### src/rtl/rfsh_pkg.sv
package rfsh_pkg;

    typedef enum logic [2:0] {
        RF_IDLE   = 3'd0,
        RF_ARM    = 3'd1,
        RF_LAUNCH = 3'd2,
        RF_ACK    = 3'd3,
        RF_DRAIN  = 3'd4
    } rf_state_t;

    typedef struct packed {
        logic want;
        logic from_timer;
    } rf_req_t;

    function automatic rf_req_t pick_source(input logic off, input logic ext, input logic pend);
        rf_req_t r;
        r.from_timer = !off;
        r.want       = off ? ext : pend;
        return r;
    endfunction

endpackage

### src/rtl/rfsh_tick_pend.sv
module rfsh_tick_pend (
    input  logic clk,
    input  logic rst,
    input  logic tick,
    input  logic int_off,
    input  logic serviced,
    output logic pend
);
    logic pend_q;

    always_ff @(posedge clk) begin
        if (rst) begin
            pend_q <= 1'b0;
        end else begin
            pend_q <= !int_off && (tick || (pend_q && !serviced));
        end
    end

    assign pend = pend_q;
endmodule

### src/rtl/rfsh_seq_fsm.sv
module rfsh_seq_fsm
    import rfsh_pkg::*;
(
    input  logic    clk,
    input  logic    rst,
    input  rf_req_t req,
    input  logic    ras_idle,
    input  logic    acc_hold,
    output logic    go,
    output logic    busy,
    output logic    done,
    output logic    done_timer
);
    rf_state_t st_q, st_d;
    logic      src_q;

    always_comb begin
        st_d = st_q;
        unique case (st_q)
            RF_IDLE:   if (req.want) st_d = RF_ARM;
            RF_ARM:    if (ras_idle && !acc_hold) st_d = RF_LAUNCH;
            RF_LAUNCH: st_d = RF_ACK;
            RF_ACK:    if (!ras_idle) st_d = RF_DRAIN;
            RF_DRAIN:  if (ras_idle) st_d = RF_IDLE;
            default:   st_d = RF_IDLE;
        endcase
    end

    always_ff @(posedge clk) begin
        if (rst) begin
            st_q  <= RF_IDLE;
            src_q <= 1'b0;
        end else begin
            st_q <= st_d;
            if (st_q == RF_IDLE && req.want) begin
                src_q <= req.from_timer;
            end
        end
    end

    assign go         = (st_q == RF_LAUNCH);
    assign busy       = (st_q != RF_IDLE);
    assign done       = (st_q == RF_DRAIN) && ras_idle;
    assign done_timer = done && src_q;
endmodule

### src/rtl/rfsh_row_ctr.sv
module rfsh_row_ctr #(
    parameter int ROW_W = 10
) (
    input  logic             clk,
    input  logic             rst,
    input  logic             clr,
    input  logic             inc,
    output logic [ROW_W-1:0] row
);
    localparam logic [ROW_W-1:0] ONE = ROW_W'(1);
    logic [ROW_W-1:0] row_q;

    always_ff @(posedge clk) begin
        if (rst || clr) begin
            row_q <= '0;
        end else if (inc) begin
            row_q <= row_q + ONE;
        end
    end

    assign row = row_q;
endmodule

### src/rtl/rfsh_ctl.sv
module rfsh_ctl
    import rfsh_pkg::*;
#(
    parameter int ROW_W = 10
) (
    input  logic             clk,
    input  logic             rst,
    input  logic             ext_rfsh,
    input  logic             rfsh_off,
    input  logic             tmr_tick,
    input  logic             ras_idle,
    input  logic             acc_hold,
    output logic             rfsh_go,
    output logic [ROW_W-1:0] rfsh_row,
    output logic             rfsh_busy
);
    logic    pend;
    logic    done;
    logic    done_timer;
    logic    row_clr;
    rf_req_t req;

    assign req     = pick_source(rfsh_off, ext_rfsh, pend);
    assign row_clr = ext_rfsh && !rfsh_off;

    rfsh_tick_pend pend_i (
        .clk      (clk),
        .rst      (rst),
        .tick     (tmr_tick),
        .int_off  (rfsh_off),
        .serviced (done_timer),
        .pend     (pend)
    );

    rfsh_seq_fsm fsm_i (
        .clk        (clk),
        .rst        (rst),
        .req        (req),
        .ras_idle   (ras_idle),
        .acc_hold   (acc_hold),
        .go         (rfsh_go),
        .busy       (rfsh_busy),
        .done       (done),
        .done_timer (done_timer)
    );

    rfsh_row_ctr #(.ROW_W(ROW_W)) ctr_i (
        .clk (clk),
        .rst (rst),
        .clr (row_clr),
        .inc (done),
        .row (rfsh_row)
    );
endmodule

### config.mk
export PLATFORM = sky130hd
export DESIGN_NAME = rfsh_ctl
export DESIGN_NICKNAME = d
export VERILOG_FILES = /design/src/rtl/rfsh_pkg.sv /design/src/rtl/rfsh_tick_pend.sv /design/src/rtl/rfsh_seq_fsm.sv /design/src/rtl/rfsh_row_ctr.sv /design/src/rtl/rfsh_ctl.sv
export SDC_FILE = /design/constraint.sdc
export NUM_CORES = 1
export LEC_CHECK = 0
export ABC_AREA = 1
export BUFFER_PORTS_ARGS = -buffer_cell sky130_fd_sc_hd__buf_2
export CORE_ASPECT_RATIO = 0.9
export CORE_MARGIN = 4
export CORE_UTILIZATION = 51
export CTS_CLUSTER_DIAMETER = 40
export DETAILED_ROUTE_END_ITERATION = 7
export PLACE_DENSITY = 0.79
export SLEW_MARGIN = 30
export SYNTH_ARGS = -nofsm -noshare
export SYNTH_HDL_FRONTEND = slang
export SYNTH_SLANG_ARGS = --single-unit
### constraint.sdc
create_clock -name clk -period 1.8 [get_ports clk]
set_clock_uncertainty 0.2 [all_clocks]
set_input_delay 0 -clock clk [delete_from_list [all_inputs] [get_ports clk]]
set_output_delay 0 -clock clk [all_outputs]
set_load 0.03 [all_outputs]
# Yosys cells after proc, flatten, opt, wreduce, memory -nomap -nowiden
# Cells that the tools add are included.
# word_totals
ff_bits	15
latchBits	0
input_bits	7
output_inout_bits	12
mem_bits_rw	0
rom_bits	0
n_memories	0
# classes
div_mod_pow	0
mul	0
n_lt_le_gt_ge	0
mux	6
n_eq_ne	8
addsub	1
shift	0
n_bitwise	0
reduce_logical	15
# op_table
operator	n
case mux 3 bit (5 select lines)	1
two-way mux 3 bit	4
adder 10 x 1 -> 10 bit (second input constant)	1
logical AND 1 bit	7
equality test 3 x 2 -> 1 bit (second input constant)	2
inequality test 2 x 1 -> 1 bit (second input constant)	2
inequality test 2 bit (second input constant)	2
AND reduction 4 bit	1
equality test 3 x 1 -> 1 bit (second input constant)	1
equality test 3 bit (second input constant)	1
zero test 1 bit	3
zero test 3 bit	1
nonzero test 3 bit	1
logical OR 1 bit	2
two-way mux 1 bit	1

# Logic depth before layout (Yosys ltp)
# Gate-level depths: netlist of the first run.
# depth
depth_word	7
ltp_mapped	9
ltp_nobuf	9

# Hierarchy
# From an unflattened synthesis of the first run, not the netlist that was laid out.
# unflattened
hier_cells	132
area_unflattened_um2	829.5
# modules_own_cells
mod	n_inst	area_each_um2	cells_per_inst	seq_area_each_um2
rfsh_row_ctr	1	466.7	67	200.2
rfsh_seq_fsm	1	286.5	51	80.1
rfsh_tick_pend	1	51.3	8	20.0
rfsh_ctl	1	25.0	6	0.0

# Worst setup path before layout of the first run
# No wires, ideal clock.
# synth_path
path_kind	register to register
start	register ctr_i.row_q[0] (netlist: ctr_i.row[0])
end	register ctr_i.row_q[6] (netlist: ctr_i.row[6])
arrival_time_ns	1.299
period_less_slack_ns	1.612
stages_incl_launch_ff	9
required_ns	1.486
setup_time_ns	0.114
setup_slack_ns	0.188
path_cell_list	dfxtp_1 -> ha_1 -> nand2_1 -> inv_1 -> nand2_1 -> nor3_2 -> nand2_1 -> nand2_1 -> nor2_1
# synth_via
elab_chain_len	1
# synth_rtl
element	line_no	text
start, declared	rfsh_row_ctr.sv:11	logic [ROW_W-1:0] row_q;
start signal, assigned	rfsh_row_ctr.sv:17	row_q <= row_q + ONE;
adder 10 x 1 -> 10 bit	rfsh_row_ctr.sv:17	
# Every way passes these cells.
# A chain may end at the register's enable or synchronous reset.

# Worst setup path in the final report of the first run
# layout_path
start	register ctr_i.row_q[0] (netlist: ctr_i.row[0])
end	register ctr_i.row_q[8] (netlist: ctr_i.row[8])
# Same word-level chain as after synthesis.

==> results of run 1 <==
## cell usage in the layout, fill, tap and decap left out, types with 2 or more instances in the layout
master	count
sky130_fd_sc_hd__nand2_1	34
sky130_fd_sc_hd__nor2_1	25
sky130_fd_sc_hd__buf_2	18
sky130_fd_sc_hd__inv_1	17
sky130_fd_sc_hd__dfxtp_1	15
sky130_fd_sc_hd__a21oi_1	7
sky130_fd_sc_hd__nand3_1	5
sky130_fd_sc_hd__dlygate4sd3_1	5
sky130_fd_sc_hd__nand3_2	3
sky130_fd_sc_hd__nand4_1	3
sky130_fd_sc_hd__clkbuf_4	3
sky130_fd_sc_hd__o21ai_0	2
sky130_fd_sc_hd__nor2_4	2
sky130_fd_sc_hd__nand2_2	2
sky130_fd_sc_hd__xor2_1	2
## worst max-delay path: stages, from the launching register on
cell	delay (ns)
sky130_fd_sc_hd__dfxtp_1	0.40
sky130_fd_sc_hd__ha_1	0.20
sky130_fd_sc_hd__nand2_1	0.06
sky130_fd_sc_hd__inv_1	0.07
sky130_fd_sc_hd__nand2_1	0.07
sky130_fd_sc_hd__nor2_1	0.12
sky130_fd_sc_hd__nand3_2	0.08
sky130_fd_sc_hd__nand2_1	0.06
sky130_fd_sc_hd__nand2_1	0.05
sky130_fd_sc_hd__nor2_1	0.10
## timing repair
action                                 CTS  global route
buffers inserted                         0             0
hold buffers                             5             0
endpoints found under the hold margin   15             0
## cells by family after synthesis
| logic type | after synthesis | synth area share (%) |
|---|---|---|
| AO/OA/AOI/OAI | 11 | 7.771 |
| flip-flops | 15 | 35.19 |
| AND/OR/NAND/NOR | 78 | 43.84 |
| buffers and inverters | 19 | 8.651 |
| XOR/XNOR | 3 | 3.080 |
| adder cells (fa/ha/maj) | 1 | 1.466 |
## how the worst min path moves through the flow
stage | end | slack, ns
floorplan | fsm_i.src_q | -0.11
global placement | fsm_i.src_q | 0.002
detailed placement | pend_i.pend | 0.02
CTS | fsm_i.st_q[2] | 0.04
global route | fsm_i.st_q[0] | 0.06
finish | fsm_i.st_q[2] | 0.05
## power by group
part | leakage (nW) | switching [mW] | internal [mW]
Clock | 0.0150 | 0.107 | 0.0863
Sequential | 0.122 | 0.0707 | 0.374
Combinational | 0.389 | 0.320 | 0.168
Total | 0.526 | 0.498 | 0.628
## area by class of cell
class                           instances  area, um2  share of cell area, %
Timing Repair Buffer                   23      140.1                  13.38
Multi-Input combinational cell         93      479.2                  45.76
Inverter                               19      73.82                  7.049
Clock buffer                            4      26.28                  2.509
Sequential cell                        15      300.3                  28.67
Tap cell                               22      27.53                  2.628
## stage by stage
stage | instances | power (mW) | hold WS [ns] | utilization, %
2_1_floorplan | 127 | 0.8265 | -0.1106 | -
3_3_place_gp | 167 | 0.9118 | 0.002316 | 64.19
3_5_place_dp | 167 | 0.9280 | 0.02354 | 64.19
4_1_cts | 176 | 1.137 | 0.03864 | 69.23
5_1_grt | 176 | 1.214 | 0.05880 | 69.23
6_report | 176 | 1.126 | 0.05103 | 69.23
## state kept, by name, summed over array words and instances, names as in the netlist
signal	count
ctr_i.row	10
fsm_i.st_q	3
fsm_i.src_q	1
pend_i.pend	1
## metal layers
layer	up-vias	share of wire (%)	track usage [%]
li1	447	-	-
met2	15	48	33.68
met5	-	0	0
met4	0	1.3	6.452
met1	371	46	20.82
met3	5	5.0	6.667
==> results.md, run 1 <==
* Run status: complete, no violations
* Row count at 13
* Remaining DRCs at 0
* Nature of the critical path startpoint: flop
* Worst Path Max Fanout at 4
* CTS Root Cell: sky130_fd_sc_hd__clkbuf_4
* FF-to-FF Start: ctr_i.row[0]
* Average vias per placed instance at around 4.8
* Die height at 46.81 um
* Via count of the routed design at between 800 and 900
* Maximum number of pins on one net before global-route repair at 9
* Min-Delay Path Class: input pin to flop
* Most area-consuming cells after synthesis: sky130_fd_sc_hd__dfxtp_1, sky130_fd_sc_hd__nand2_1, sky130_fd_sc_hd__nor2_1, sky130_fd_sc_hd__inv_1, sky130_fd_sc_hd__a21oi_1
* Summed area of non-filler cells in the final layout at roughly 1000 um2
* Worst hold path depth at 7
* Total cell area at the placement stage at 970.9 um2
* CP Launch Point: ctr_i.row[0]
* Setup repair after global routing missed its margin: no
* Number of DRC markers in iteration 0 at 7
* Cell with the most instances after synthesis: sky130_fd_sc_hd__nand2_1
* Die Outline Area at 2392 um2
* Library cell occupying the most area in the post-synthesis netlist: sky130_fd_sc_hd__dfxtp_1
* Static Leak at 0.5264 nW
* Total power density per cell area at about 1100 nW/um2
* Slew @ Worst Pin at around 0.52 ns
* Ports placed on the boundary at 19
* Max-capacitance violation count at 0
* Total congestion overflow at 0
* Area added between synthesis and finish at 22.73%
* Overall routing resource usage at between 10% and 20%
* Via count of the first global-routing pass at around 800
* Global-route wire length before repair at 3249 um
* Antenna diode instance count at 0
* Min cycle time layout at approximately 1.5 ns
* Cells after Synth at 127
* Number of H-tree branching levels at 1
* Post-Synthesis Net Count at 135
* Port Buffers at 18
* Internal reg-to-reg setup slack at 0.33 ns
* Final nets at ~160
* Insertion delay to the later sink of the worst-skew pair at about 0.29 ns
* Reg-to-Reg End: ctr_i.row[8]
* Number of nets with antenna violations after detailed routing at 0
* Endpoints failing hold at 0
* Synth Warn # at 0
* CP Data Arrival Time at about 1.5 ns
* Post-synthesis cell area at roughly 850 um2
* Final TNS setup at 0 ns
* Clock tree from TritonCTS: built
* First drt pass iteration count at 4
* Total clock buffers created by CTS at 3
* Total core area at 1513 um2
* Final wirelength at roughly 1800 um
* Async set-or-reset flop fraction in the synthesized netlist at 0%
* Initial antenna violation count at 0
* Worst setup endpoint: ctr_i.row[8]
* GP Congestion at between 0.8 and 0.9
* Clock transition at the registers of the reported paths at roughly 0.08 ns
* Endpoints failing setup at 0
* Worst rel slew slack at approximately two thirds
* Maximum operating frequency at approximately 680 MHz
* Hold_sp: acc_hold
* Sequential fraction of the synthesis area at 35.19%
* Resized Gates After CTS at 0
* Post-placement setup slack at roughly 0.33 ns
* Share of the synthesized area in the top cell type at 35.19%
* Detailed-route wire length per cell at ~10 um
* Number of cells traversed by the worst register-to-register path at 9
* Required time of the critical path at about 1.8 ns
* Floorplan die width at 51.12 um
* Synth cell count leaders: sky130_fd_sc_hd__nand2_1, sky130_fd_sc_hd__nor2_1, sky130_fd_sc_hd__inv_1
* Critical path start-end classification: flop to flop
* Number of pins exceeding their max-slew limit in the final report at 0
* Number of clock sinks at 15
* Number of synthesized flops with an enable pin at 0
* Final Cycle Share at between 80 and 90%
* Share of layout cells above drive strength 1 at between 20% and 30%
* Number of distinct library cell variants in the gate-level netlist after synthesis at 22
* Half-perimeter wire length after detailed placement at around 1400 um
* Register bit total from synthesis at 15
* Post-synthesis area per instance at between 6 and 7 um2
* Bufs on Longest Clock Path at 2
* Final setup slack of the worst path at roughly 0.33 ns
* Peak supply drop at approximately 0.94 mV
* Dominant synthesized flop cell: sky130_fd_sc_hd__dfxtp_1
* Starting density of the core at 56.41%
* Filler cells at about 140
* Endpoint class of the critical path: flop
No activity file was read; power rests on OpenSTA's default activity.
==> run 2: changes to the inputs <==
Settings changed: ABC_AREA 1 to 0, CORE_UTILIZATION 51 to 45, PLACE_DENSITY 0.79 to 0.75.
Clock period 1.8 ns to 1.3 ns, I/O delays scaled along.
==> results.md, run 2 <==
* Floorplan die width at 51.16 um (about the same)
* Remaining DRCs at 0 (unchanged)
* Internal reg-to-reg setup slack at -0.31 ns (-0.64 ns)
* Via count of the first global-routing pass at 846 (+6.4%)
* Violations in the final reports: setup timing
* Number of cells traversed by the worst register-to-register path at 4 (-5)
* Average vias per placed instance at 5.656 (+19%)
* Number of nets with antenna violations after detailed routing at 0 (unchanged)
* Clock transition at the registers of the reported paths at 0.09 ns (about the same)
* Synth Warn # at 0 (unchanged)
* Clock tree from TritonCTS: built
* Worst Hold End: ctr_i.row[6]
* Summed area of non-filler cells in the final layout at 1350 um2 (+29%)
* GP Congestion at 0.7665 (-5.3%)
* Total cell area at the placement stage at 1057 um2 (+8.9%)
* Slew @ Worst Pin at 0.3424 ns (-0.1742 ns)
* Endpoints failing setup at 15 (+15)
* Via count of the routed design at 922 (+10%)
* Total core area at 1513 um2 (unchanged)
* Number of clock sinks at 15 (unchanged)
* Row count at 13 (unchanged)
* Dominant synthesized flop cell: sky130_fd_sc_hd__dfxtp_1
* CP Data Arrival Time at 1.63 ns (+0.13 ns)
* Insertion delay to the later sink of the worst-skew pair at 0.28 ns (about the same)
* Reg-to-Reg End: ctr_i.row[5]
* Setup repair after global routing missed its margin: yes
* Nature of the critical path startpoint: flop
* Endpoints failing hold at 0 (unchanged)
* Total power at 960.9 uW (-15%)
* Post-Synthesis Net Count at 95 (-30%)
* Async set-or-reset flop fraction in the synthesized netlist at 0% (unchanged)
* Area added between synthesis and finish at 78.94%
* Synth cell count leaders: sky130_fd_sc_hd__dfxtp_1, sky130_fd_sc_hd__inv_1, sky130_fd_sc_hd__a21oi_1
* Max-capacitance violation count at 0 (unchanged)
* Required time of the critical path at 1.31 ns (-0.52 ns)
* Share of the synthesized area in the top cell type at 39.80% (+4.6 points)
* Die Outline Area at 2397 um2 (+0.17%)
* Final setup slack of the worst path at -0.3149 ns (-0.6411 ns)
* Most common cell after layout, fill and taps aside: sky130_fd_sc_hd__buf_4
* Die height at 46.85 um (about the same)
* First drt pass iteration count at 4 (unchanged)
* Total congestion overflow at 0 (unchanged)
* Most area-consuming cells after synthesis: sky130_fd_sc_hd__dfxtp_1, sky130_fd_sc_hd__a21oi_1, sky130_fd_sc_hd__inv_1, sky130_fd_sc_hd__mux2i_1, sky130_fd_sc_hd__o31ai_1
* Number of synthesized flops with an enable pin at 0 (unchanged)
* Post-synthesis area per instance at 8.672 um2 (+29%)
* Min cycle time layout at 1.615 ns (+0.1411 ns)
* Worst hold path depth at 5 (-2)
* Total clock buffers created by CTS at 3 (unchanged)
* Sequential fraction of the synthesis area at 39.80% (+4.6 points)
* Most frequent cells in the layout: sky130_fd_sc_hd__buf_4, sky130_fd_sc_hd__buf_2, sky130_fd_sc_hd__inv_1
* FF-to-FF Start: fsm_i.st_q[1]
* Endpoint class of the critical path: flop
* Filler-free cell count of the finished design at 163 (-7.4%)
* Run status: complete, but fails checks
* Number of H-tree branching levels at 1 (unchanged)
* Share of layout cells above drive strength 1 at 53.90% (+32 points)
* Detailed-route wire length per cell at 17.28 um (+67%)
* Final Cycle Share at 124.2% (+42 points)
* Bufs on Longest Clock Path at 2 (unchanged)
* Overall routing resource usage at 22.69% (+4.0 points)
* Number of distinct library cell variants in the gate-level netlist after synthesis at 29 (+32%)
* Number of pins exceeding their max-slew limit in the final report at 0 (unchanged)
* Critical path start-end classification: flop to flop
* Post-synthesis cell area at 754.5 um2 (-12%)
* Filler cells at 71 (-48%)
* Cell count after placement at 145 (-13%)
* Maximum operating frequency at 619.2 MHz (-8.7%)
* Static Leak at 0.5820 nW (+11%)
* Peak supply drop at 0.6983 mV (-26%)
* Cell with the most instances after synthesis: sky130_fd_sc_hd__dfxtp_1
* Port Buffers at 18 (unchanged)
* Half-perimeter wire length after detailed placement at 1374 um (-0.86%)
* Min-Delay Path Class: input pin to flop
* CTS Root Cell: sky130_fd_sc_hd__clkbuf_4
* Number of DRC markers in iteration 0 at 48 (+41)
* Worst Path Max Fanout at 6 (+2)
* Starting density of the core at 49.88% (-6.5 points)
* Final wirelength at 2816 um (+54%)
* Library cell occupying the most area in the post-synthesis netlist: sky130_fd_sc_hd__dfxtp_1
* Antenna diode instance count at 0 (unchanged)
* Maximum number of pins on one net before global-route repair at 9 (unchanged)
* Final nets at 150 (-8.0%)
* Register bit total from synthesis at 15 (unchanged)
* Ports placed on the boundary at 19 (unchanged)
* Cells after Synth at 87 (-31%)
* Final TNS setup at -2.790 ns (-2.790 ns)
* Global-route wire length before repair at 3939 um (+21%)
* Worst rel slew slack at 76.98% (+11 points)
* Total power density per cell area at 711.7 nW/um2 (-34%)
* Hold_sp: ras_idle
* Number of flip-flops in the largest register at 10 (unchanged)
* Initial antenna violation count at 0 (unchanged)
==> run 2: area by class of cell <==
| type | instances | area (um2) | share of cell area (%) |
|---|---|---|---|
| tap | 22 | 27.53 | 2.039 |
| multi-input combinational | 58 | 518.0 | 38.37 |
| sequential | 15 | 325.3 | 24.10 |
| timing repair buffer | 53 | 411.6 | 30.49 |
| inverter | 11 | 41.29 | 3.058 |
| clock buffer | 4 | 26.28 | 1.946 |
==> run 2: what timing repair did <==
| action | in CTS | in global routing |
|---|---|---|
| hold buffers | 7 | 1 |
| resized for setup | 18 | 16 |
| pin swaps | 3 | 2 |
| setup buffers | 3 | 2 |
| endpoints found under the hold margin | 7 | 1 |
| gates cloned | 1 | 0 |
| setup endpoints to repair | 14 | 18 |
==> run 2: cell families (layout without fill, tap and decap cells) <==
group	after synthesis	in the layout	share of synthesized area, %
AO/OA/AOI/OAI	28	28	24.05
XOR/XNOR	1	1	1.161
adder cells (fa/ha/maj)	1	1	1.658
buffers and inverters	14	68	9.120
flip-flops	15	15	39.80
multiplexers	3	3	3.980
AND/OR/NAND/NOR	25	25	20.23
==> run 2: how the worst max path moves through the flow <==
stage	startpoint	to	slack, ns
2_1_floorplan	fsm_i.st_q[0]	ctr_i.row[4]	-0.25
3_3_place_gp	fsm_i.st_q[1]	ctr_i.row[9]	-0.19
3_5_place_dp	fsm_i.st_q[1]	ctr_i.row[9]	-0.22
4_1_cts	fsm_i.st_q[0]	ctr_i.row[4]	-0.27
5_1_grt	fsm_i.st_q[1]	ctr_i.row[5]	-0.39
6_report	fsm_i.st_q[1]	ctr_i.row[5]	-0.31
==> run 2: routing by layer <==
metal / share of wire, % / up-vias / GRT usage [%] / wire, um
li1: - / 434 / - / -
met1: 41 / 432 / 28.79 / 1143
met2: 49 / 54 / 38.56 / 1389
met3: 9.6 / 2 / 5.397 / 269
met4: 0.46 / 0 / 7.527 / 13
met5: 0 / - / 0 / 0
==> run 2: worst max-delay path: stages, from the launching register on <==
cell and delay, ns:
sky130_fd_sc_hd__dfxtp_2 0.35, sky130_fd_sc_hd__nand4bb_1 0.21, sky130_fd_sc_hd__buf_6 0.17, sky130_fd_sc_hd__or4_1 0.46
sky130_fd_sc_hd__a21oi_1 0.15
==> run 2: through the flow <==
step           setup slack [ns]  hold slack [ns]  util [%]
3_5_place_dp            -0.2158          0.02132     69.89
4_1_cts                 -0.2716          0.05444     82.46
3_3_place_gp            -0.1920          0.01834     69.89
5_1_grt                 -0.3919          0.07519     89.25
6_report                -0.3149          0.07329     89.25
2_1_floorplan           -0.2473          -0.1272         -
==> run 2: power by group <==
part | switching, mW | internal (mW)
Combinational | 0.113 | 0.115
Sequential | 0.00771 | 0.456
Clock | 0.151 | 0.119
Total | 0.271 | 0.690
==> run 3: changes to the inputs <==
--- a/config.mk
+++ b/config.mk
@@ -8,10 +8,9 @@
 export ABC_AREA = 0
 export BUFFER_PORTS_ARGS = -buffer_cell sky130_fd_sc_hd__buf_2
-export CORE_ASPECT_RATIO = 0.9
 export CORE_MARGIN = 4
-export CORE_UTILIZATION = 45
+export CORE_UTILIZATION = 54
 export CTS_CLUSTER_DIAMETER = 40
 export DETAILED_ROUTE_END_ITERATION = 7
-export PLACE_DENSITY = 0.75
+export PLACE_DENSITY = 0.84
 export SLEW_MARGIN = 30
 export SYNTH_ARGS = -nofsm -noshare
==> constraint.sdc (replaced) <==
create_clock -name clk -period 1.9 [get_ports clk]
set_clock_uncertainty 0.2 [all_clocks]
set_input_delay 0.285 -clock clk [delete_from_list [all_inputs] [get_ports clk]]
set_output_delay 0.285 -clock clk [all_outputs]
set_load 0.03 [all_outputs]
==> results.md, run 3 (same netlist as run 2, synthesis figures left out) <==
* Peak supply drop at 0.4800 mV (-31%)
* Required time of the critical path at 1.41 ns (+0.10 ns)
* Worst Path Max Fanout at 8 (+2)
* Number of pins exceeding their max-slew limit in the final report at 0 (unchanged)
* Via count of the routed design at 720 (-22%)
* Maximum operating frequency at roughly 550 MHz
* Number of cells traversed by the worst register-to-register path at 4 (unchanged)
* Filler cells at 114 (+61%)
* CTS Root Cell: sky130_fd_sc_hd__clkbuf_4
* Critical path start-end classification: flop to output port
* Overall routing resource usage at 18.58% (-4.1 points)
* Static Leak at 0.3765 nW (-35%)
* Antenna diode instance count at 0 (unchanged)
* Global-route met2 utilization at 31.20% (-7.4 points)
* Number of flip-flops in the largest register at 10 (unchanged)
* Number of post-CTS setup repair buffers at 0 (-3)
* Final TNS setup at 0 ns (+2.790 ns)
* Total cell area at the placement stage at 865.8 um2 (-18%)
* Initial antenna violation count at 0 (unchanged)
* Quantity of hold-fixing buffers added after cts at 0 (-7)
* Slowest cell on the critical path: sky130_fd_sc_hd__nor3_1
* Clock tree from TritonCTS: built
* Total power density per cell area at 648.8 nW/um2 (-8.8%)
* First drt pass iteration count at 4 (unchanged)
* Detailed-route wire length per cell at 13.13 um (-24%)
* Logic pwr share at 12.8% (-11 points)
* Insertion delay to the later sink of the worst-skew pair at 0.28 ns (about the same)
* GP Congestion at 0.8093 (+5.6%)
* Max-capacitance violation count at 0 (unchanged)
* Endpoints failing setup at 0 (-15)
* Busiest layer in global routing: met2
* Total core area at 1301 um2 (-14%)
* Int Pwr at 431.0 uW (-38%)
* Endpoints failing hold at 0 (unchanged)
* Remaining DRCs at 0 (unchanged)
* Maximum number of pins on one net before global-route repair at 12 (+3)
* Sequential group share of total power at 55.6% (+7.4 points)
* Clock network fraction of total power at 31.6% (+3.5 points)
* Summed area of non-filler cells in the final layout at 897.1 um2 (-34%)
* Starting density of the core at 57.98% (+8.1 points)
* Net switching power figure at 151.1 uW (-44%)
* Slew @ Worst Pin at 0.5827 ns (+0.2404 ns)
* Number of DRC markers in iteration 0 at 9 (-81%)
* Switch share at 25.96% (-2.2 points)
* Worst rel slew slack at 60.89% (-16 points)
* Met1 usage at 23.96% (-4.8 points)
* Most common cell after layout, fill and taps aside: sky130_fd_sc_hd__buf_2
* Worst hold path depth at 2 (-3)
* Total clock buffers created by CTS at 3 (unchanged)
* Min-Delay Path Class: input pin to flop
* Number of nets with antenna violations after detailed routing at 0 (unchanged)
* Global-route wire length before repair at 2849 um (-28%)
* Die height at 45.38 um (-3.1%)
* Run status: complete, no violations
* Share of layout cells above drive strength 1 at 24.55% (-29 points)
* Final Cycle Share at 95.34%
* Endpoint class of the critical path: output port
* Area added between synthesis and finish at 18.91%
* Port Buffers at 18 (unchanged)
* Total congestion overflow at 0 (unchanged)
* Clock transition at the registers of the reported paths at 0.09 ns (about the same)
* Average vias per placed instance at 5.760 (+1.8%)
* Final nets at 119 (-21%)
* Largest stage delay, worst path at 0.33 ns (-0.13 ns)
* Half-perimeter wire length after detailed placement at 1239 um (-9.9%)
* Min cycle time layout at approximately 1.8 ns
* Ports placed on the boundary at 19 (unchanged)
* Met3 routing resource usage after global routing at 3.557% (-1.8 points)
* Most frequent cells in the layout: sky130_fd_sc_hd__buf_2, sky130_fd_sc_hd__dfxtp_1, sky130_fd_sc_hd__inv_1
* Number of clock sinks at 15 (unchanged)
* CP Data Arrival Time at 1.33 ns (-0.30 ns)
* Via count of the first global-routing pass at 676 (-20%)
* Nature of the critical path startpoint: flop
* Floorplan die width at 45.38 um (-11%)
* Setup repair after global routing missed its margin: no
* Number of H-tree branching levels at 1 (unchanged)
* Final wirelength at 1641 um (-42%)
* Die Outline Area at 2059 um2 (-14%)
* Worst-path cell chain: buf_4, nor3_1, inv_1, buf_2
* Row count at 13 (unchanged)
* Bufs on Longest Clock Path at 2 (unchanged)
==> run 3: final cells by class <==
cell class	instances	area [um2]	share of cell area, %
Multi-Input combinational cell	58	390.4	43.51
Sequential cell	15	300.3	33.47
Timing Repair Buffer	22	120.1	13.39
Inverter	11	41.29	4.603
Clock buffer	4	26.28	2.929
Tap cell	15	18.77	2.092
==> run 3: metrics by stage <==
stage	std cells	power, mW	util (%)	setup WS (ns)	hold WS, ns
2_1_floorplan	87	0.3793	-	0.1582	0.1578
6_report	125	0.5821	68.94	0.08857	0.02949
3_3_place_gp	121	0.4007	66.54	0.1588	0.2825
5_1_grt	125	0.6038	68.94	0.02127	0.03699
3_5_place_dp	121	0.4035	66.54	0.1053	0.2904
4_1_cts	125	0.5790	68.56	0.09321	0.01531
==> run 3: worst paths after layout <==
check,from,slack [ns],to
worst max-delay path,fsm_i.st_q[0],0.09,rfsh_busy
worst min-delay path,ras_idle,0.03,fsm_i.st_q[2]
worst max register to register,fsm_i.st_q[2],0.20,ctr_i.row[3]
worst min register to register,ctr_i.row[6],0.30,ctr_i.row[6]
==> run 3: metal layers <==
| metal | part of all wire (%) | vias to the layer above |
|---|---|---|
| li1 | - | 369 |
| met4 | 1.3 | 0 |
| met3 | 4.0 | 4 |
| met2 | 48 | 15 |
| met1 | 46 | 332 |
| met5 | 0 | - |
==> run 3: power groups by stage <==
stage	Combinational, mW	Sequential [mW]	Clock (mW)
floorplan	0.0477	0.332	0
global route	0.0815	0.324	0.198
global placement	0.0704	0.330	0
finish	0.0743	0.324	0.184
detailed placement	0.0730	0.330	0
CTS	0.0732	0.323	0.183
==> run 3: critical path, delay by kind of cell (launching register included) <==
family	cells	cell delay [ns]
buffers and inverters	3	0.40
AND/OR/NAND/NOR	1	0.33
flip-flops	1	0.32
==> run 3: what timing repair did <==
| action | in CTS | in global routing |
|---|---|---|
| endpoints found under the hold margin | 0 | 0 |
| gates resized for setup | 0 | 1 |
| endpoints found under the setup margin | 0 | 7 |
